--- src/rtl/evcap_pkg.sv ---
// Shared constants and helpers for the GPIO edge capture unit.
// Assumes select codes are unsigned and that code 0 means "no line".
package evcap_pkg;
    localparam int unsigned DEF_CHANNELS = 4;
    localparam int unsigned DEF_GPIO_W   = 32;
    localparam int unsigned DEF_TS_W     = 24;
    localparam int unsigned DEF_SEL_W    = 6;
    localparam int unsigned DEF_SYNC     = 2;

    // Edge polarity encoding carried on the fall inputs.
    typedef enum logic {
        EDGE_RISE = 1'b0,
        EDGE_FALL = 1'b1
    } edge_pol_e;
endpackage

--- src/rtl/evcap_insel.sv ---
// Input selector: routes one GPIO line to a channel.
// Code k (1..GPIO_W) selects gpio[k-1]; 0 or any larger code gives constant 0.
// Purely combinational; the caller synchronises the result.
module evcap_insel #(
    parameter int unsigned GPIO_W = 32,
    parameter int unsigned SEL_W  = 6
) (
    input  logic [GPIO_W-1:0] gpio,
    input  logic [SEL_W-1:0]  sel,
    output logic              picked
);
    // Decode the select code against every line position.
    always_comb begin
        picked = 1'b0;
        for (int i = 0; i < GPIO_W; i++) begin
            if (sel == SEL_W'(i + 1)) picked = gpio[i];
        end
    end
endmodule

--- src/rtl/evcap_sync.sv ---
// Multi-flop synchroniser for one asynchronous bit.
// Assumes STAGES >= 2; output lags input by STAGES clock edges.
module evcap_sync #(
    parameter int unsigned STAGES = 2
) (
    input  logic clk,
    input  logic rst_n,
    input  logic d,
    output logic q
);
    logic [STAGES-1:0] chain;

    // Shift the sampled bit through the flop chain.
    always_ff @(posedge clk) begin
        if (!rst_n) chain <= '0;
        else        chain <= {chain[STAGES-2:0], d};
    end

    assign q = chain[STAGES-1];
endmodule

--- src/rtl/evcap_chan.sv ---
// One capture channel: line select, synchroniser, edge detect,
// timestamp register and sticky pending flag.
// Assumes timer is synchronous to clk. Event beats clear in the same cycle.
module evcap_chan
    import evcap_pkg::*;
#(
    parameter int unsigned GPIO_W = DEF_GPIO_W,
    parameter int unsigned SEL_W  = DEF_SEL_W,
    parameter int unsigned TS_W   = DEF_TS_W,
    parameter int unsigned SYNC   = DEF_SYNC
) (
    input  logic              clk,
    input  logic              rst_n,
    input  logic [GPIO_W-1:0] gpio,
    input  logic [SEL_W-1:0]  sel,
    input  logic              fall,
    input  logic              clr,
    input  logic [TS_W-1:0]   timer,
    output logic              level,
    output logic              pend,
    output logic [TS_W-1:0]   cap
);
    logic      raw;
    logic      prev;
    logic      evt;
    edge_pol_e pol;

    evcap_insel #(.GPIO_W(GPIO_W), .SEL_W(SEL_W)) u_sel (
        .gpio   (gpio),
        .sel    (sel),
        .picked (raw)
    );

    evcap_sync #(.STAGES(SYNC)) u_sync (
        .clk   (clk),
        .rst_n (rst_n),
        .d     (raw),
        .q     (level)
    );

    // Remember the previous synchronised level for edge detection.
    always_ff @(posedge clk) begin
        if (!rst_n) prev <= 1'b0;
        else        prev <= level;
    end

    assign pol = edge_pol_e'(fall);

    // Flag a transition in the chosen direction.
    always_comb begin
        if (pol == EDGE_FALL) evt = prev & ~level;
        else                  evt = level & ~prev;
    end

    // Latch the timer value on every event, pending or not.
    always_ff @(posedge clk) begin
        if (!rst_n)   cap <= '0;
        else if (evt) cap <= timer;
    end

    // Sticky pending flag; set wins over clear.
    always_ff @(posedge clk) begin
        if (!rst_n)   pend <= 1'b0;
        else if (evt) pend <= 1'b1;
        else if (clr) pend <= 1'b0;
    end


    pend_set_chk: assert property (@(posedge clk) disable iff (!rst_n)
        evt |=> pend);


    cap_load_chk: assert property (@(posedge clk) disable iff (!rst_n)
        evt |=> (cap == $past(timer)));


    cap_hold_chk: assert property (@(posedge clk) disable iff (!rst_n)
        !evt |=> $stable(cap));


    pend_clear_chk: assert property (@(posedge clk) disable iff (!rst_n)
        (clr && !evt) |=> !pend);


    disabled_chk: assert property (@(posedge clk) disable iff (!rst_n)
        (sel == '0) ##1 (sel == '0) |=> (level == 1'b0));
endmodule

--- src/rtl/evcap_unit.sv ---
// Top of the GPIO edge capture unit: replicated channels plus the
// shared interrupt combiner. Channel c occupies slice c of each packed bus.
module evcap_unit
    import evcap_pkg::*;
#(
    parameter int unsigned CHANNELS = DEF_CHANNELS,
    parameter int unsigned GPIO_W   = DEF_GPIO_W,
    parameter int unsigned TS_W     = DEF_TS_W,
    parameter int unsigned SEL_W    = DEF_SEL_W,
    parameter int unsigned SYNC     = DEF_SYNC
) (
    input  logic                     clk,
    input  logic                     rst_n,
    input  logic [GPIO_W-1:0]        gpio_i,
    input  logic [TS_W-1:0]          timer_i,
    input  logic [CHANNELS*SEL_W-1:0] sel_i,
    input  logic [CHANNELS-1:0]      fall_i,
    input  logic [CHANNELS-1:0]      irq_en_i,
    input  logic [CHANNELS-1:0]      clr_i,
    output logic [CHANNELS*TS_W-1:0] cap_o,
    output logic [CHANNELS-1:0]      pend_o,
    output logic [CHANNELS-1:0]      level_o,
    output logic                     irq_o
);
    for (genvar c = 0; c < CHANNELS; c++) begin : g_ch
        evcap_chan #(
            .GPIO_W (GPIO_W),
            .SEL_W  (SEL_W),
            .TS_W   (TS_W),
            .SYNC   (SYNC)
        ) u_ch (
            .clk   (clk),
            .rst_n (rst_n),
            .gpio  (gpio_i),
            .sel   (sel_i[c*SEL_W +: SEL_W]),
            .fall  (fall_i[c]),
            .clr   (clr_i[c]),
            .timer (timer_i),
            .level (level_o[c]),
            .pend  (pend_o[c]),
            .cap   (cap_o[c*TS_W +: TS_W])
        );
    end

    // Combine enabled pending flags into the shared interrupt.
    always_comb irq_o = |(pend_o & irq_en_i);


    irq_masked_chk: assert property (@(posedge clk) disable iff (!rst_n)
        (irq_en_i == '0) |-> !irq_o);


    reset_clear_chk: assert property (@(posedge clk)
        !rst_n |=> (pend_o == '0 && level_o == '0));
endmodule

--- config.mk ---
export PLATFORM = sky130hd
export DESIGN_NAME = evcap_unit
export DESIGN_NICKNAME = d
export VERILOG_FILES = /design/src/rtl/evcap_pkg.sv /design/src/rtl/evcap_insel.sv /design/src/rtl/evcap_sync.sv /design/src/rtl/evcap_chan.sv /design/src/rtl/evcap_unit.sv
export SDC_FILE = /design/constraint.sdc
export NUM_CORES = 1
export LEC_CHECK = 0
export BUFFER_PORTS_ARGS = -buffer_cell sky130_fd_sc_hd__buf_2
export CELL_PAD_IN_SITES_DETAIL_PLACEMENT = 1
export CELL_PAD_IN_SITES_GLOBAL_PLACEMENT = 2
export CORE_AREA = 2 2 156 158
export DETAILED_ROUTE_END_ITERATION = 16
export DIE_AREA = 0 0 158 160
export GPL_ROUTABILITY_DRIVEN = 0
export PLACE_DENSITY_LB_ADDON = 0.1
export SLEW_MARGIN = 20
export SYNTH_ARGS = -nofsm -noshare
export SYNTH_HDL_FRONTEND = slang
export SYNTH_SLANG_ARGS = --single-unit
--- constraint.sdc ---
create_clock -name clk -period 1.73 [get_ports clk]
set_clock_uncertainty 0.15 [all_clocks]
set_input_delay 0.2595 -clock clk [delete_from_list [all_inputs] [get_ports clk]]
set_output_delay 0.2595 -clock clk [all_outputs]
set_load 0.05 [all_outputs]
==> impl_metrics.ini <==
[clock_network]
path_clk_slew_ns = 0.07
cts_tree = built
ctsResizeCount = 0
ctsLongestPathBuffers = 2
cts_sinks = 112
hold_buffers = 0
root_buffer = clkbuf_16
h-tree-depth = 3
postCtsSetupRepairBufs = 0
clock_latency_ns = 0.35
numCtsBuffers = 9

[grt]
grt_overflow_total = 0
grt_usage = 0.191
grt_start_max_net_pins = 53
antenna_found_initial = 0
grt_first_pass_wirelength_um = 37300
grt_pass1_vias = 6832

[hold_path]
hold_start = clr_i[3]
hold_end = g_ch[3].u_ch.pend
hold_depth = 3
hp-class = primary input to flop

[setup_path]
path_cells = buf_2 -> inv_1 -> or4_1 -> o221ai_1 -> o21a_1 -> o41ai_2 -> a311o_1
r2r_end = g_ch[2].u_ch.cap[17]
rr_worst_depth = 5
endpoint_kind = flop
critPathBufInv = 2
path_class = primary input to flop
critPathMaxFanout = 6
reg2reg_setup_slack_ns = 0.26
arrival_ns = 1.71
reg2reg_from = g_ch[2].u_ch.u_sync.chain[1]
critical_path_required_ns = 1.82
cpMaxStageDelayCell = or4_1
crit_family = compound AO/OA/AOI/OAI gates
startpoint_type = primary input
slowest_delay_ns = 0.54

[die]
core_sq_mm = 0.0238
rows = 57
num_io_pins = 199
start_util = 0.255
dieArea_sq_mm = 0.0253
die_h_um = 160
fp.dieW_um = 158

[sta]
setup_viol = 0
rsz0062_at_grt = false
hold_viol = 0
finalMaxSlewViolations = 0
worst_pin_slew_ns = 0.444
period_minus_slack_ns = 1.62
finalCritPeriodShare = 0.938
relSlewSlack = 0.696
fmax_mhz = 616

[route]
vias = 6365
route.detailed.drc = 0
wire_per_inst_um = 18.3
viasPerCell = 4.83
drt_iter0_markers = 225
ant_nets = 0
drtPass1Iterations = 4
routed_wl_um = 24100

[yosys]
synthArstFlopShare = 0
synth_edf_count = 0
yosysSeqAreaShare = 0.369
ys_top_cells_by_area = dfxtp_1 37%, nand2_1 10%, a21boi_0 9.4%, mux2i_1 6.1%, nor2b_1 3.8%
ys_types = 67
ys.flop_type = dfxtp_1
postSynthAreaPerCell_sq_um = 8.13
yosysWarnings = 0
synth_area_sq_mm = 0.00607
synth_top_cell_area_share = 0.369
ys_seq_elements = 112
synth_top_area_cell = dfxtp_1
synthCells = 746
syn-num-nets = 840

[placed_design]
hpwlAfterDp_um = 18800
port_buffers = 198
place_area_sq_mm = 0.00795
place_inst = 1300

[final_layout]
design_area_sq_mm = 0.00825
post-route-util = 0.346
fin_cells = 1317
nNetsFinal = 1081
layout-drive-gt1-share = 0.326
area_delta_synth_final_pct = 36.0

[pwr]
p_total_w = 0.00611
p_leak_nw = 3.61
irDropWorstVdd_uv = 444
powerDensity_mw_per_mm2 = 740

[run_status]
status = complete, no violations

[job]
drv_cap = 0
placed cells by master, fill, tap and decap left out, types with 3 or more instances in the layout:
master	instances
a2111oi_0	4
a211oi_1	9
a21boi_0	76
a21oi_1	20
a22oi_1	5
a41oi_1	3
and2_1	9
buf_12	8
buf_2	198
buf_4	84
clkbuf_16	9
dfxtp_1	112
inv_1	9
mux2_1	5
mux2_2	6
mux2i_1	37
nand2_1	168
nand2b_1	14
nand3_1	13
nand3b_1	8
nor2_1	29
nor2b_1	37
nor3_1	8
nor3b_1	6
nor4_1	3
o211ai_1	5
o21a_1	5
o21ai_0	18
o21ai_1	8
o21ai_2	3
o22ai_1	9
o311ai_1	3
o31ai_1	5
cells by family (layout without fill, tap and decap cells):
family	count (synthesis)	after routing	share of synthesized area
and+or+nand+nor	313	313	0.246
AOI/OAI and AO/OA	200	200	0.234
DFF	112	112	0.369
buffers and inverters	70	316	0.0600
muxes	51	51	0.0907
other	0	1	0
worst max-delay path by stage:
stage	from	to	cells past startpoint
3_5_place_dp	sel_i[1]	g_ch[0].u_ch.u_sync.chain[0]	8
6_report	sel_i[1]	g_ch[0].u_ch.u_sync.chain[0]	7
5_1_grt	sel_i[1]	g_ch[0].u_ch.u_sync.chain[0]	8
3_3_place_gp	sel_i[1]	g_ch[0].u_ch.u_sync.chain[0]	7
4_1_cts	sel_i[1]	g_ch[0].u_ch.u_sync.chain[0]	8
2_1_floorplan	sel_i[19]	g_ch[3].u_ch.u_sync.chain[0]	7
cell type report:
type | instances | area [sq um]
Antenna cell | 1 | 2.50
Sequential cell | 112 | 2240
Tap cell | 324 | 405
Clock inverter | 5 | 56.3
Timing Repair Buffer | 290 | 1780
Fill cell | 2942 | 15600
Clock buffer | 11 | 233
Multi-Input combinational cell | 564 | 3490
Inverter | 10 | 37.5
state kept, by name (all words and copies together) (netlist names):
| name | cells |
|---|---|
| g_ch.u_ch.pend | 4 |
| g_ch.u_ch.u_sync.chain | 8 |
| g_ch.u_ch.cap | 96 |
| g_ch.u_ch.prev | 4 |
metrics by stage:
stage,worst slack (ns),TNS [ns],hold slack [ns]
after floorplan,0.00771,0,0.257
after global placement,-0.239,-0.748,0.277
after detailed placement,-0.259,-0.859,0.272
final,0.108,0,0.0292
after global routing,0.00292,0,0.0200
after CTS,0.124,0,0.0111
metal layers:
layer | GRT usage | up-vias | wire, um
met5 | 0 | - | 0
met1 | 0.235 | 3071 | 10600
li1 | - | 3093 | -
met3 | 0.0182 | 26 | 869
met2 | 0.343 | 175 | 12100
met4 | 0.0680 | 0 | 465
power breakdown:
group | internal (W) | switching, W
logic | 0.000506 | 0.000828
clock network | 0.00113 | 0.000955
registers | 0.00265 | 0.0000407
worst register-to-register path, delay by kind of cell (launching register included):
| family | cells | cell delay [ns] |
|---|---|---|
| mux | 1 | 0.20 |
| flops | 1 | 0.35 |
| compound gates | 1 | 0.06 |
| buf+inv | 1 | 0.20 |
| simple gates | 2 | 0.40 |
synth_stat cells, drive strengths merged, types with 6 or more instances:
master	number
a21oi	21
and2	9
inv	10
nor3b	6
nand2b	15
mux2	12
a21boi	76
nand2	168
buf	31
nor3	8
nand3	13
a211oi	9
nand3b	8
clkbuf	29
o21ai	29
o22ai	9
nor2b	38
mux2i	37
nor2	29
dfxtp	112
(Power assumes the default switching activity.)
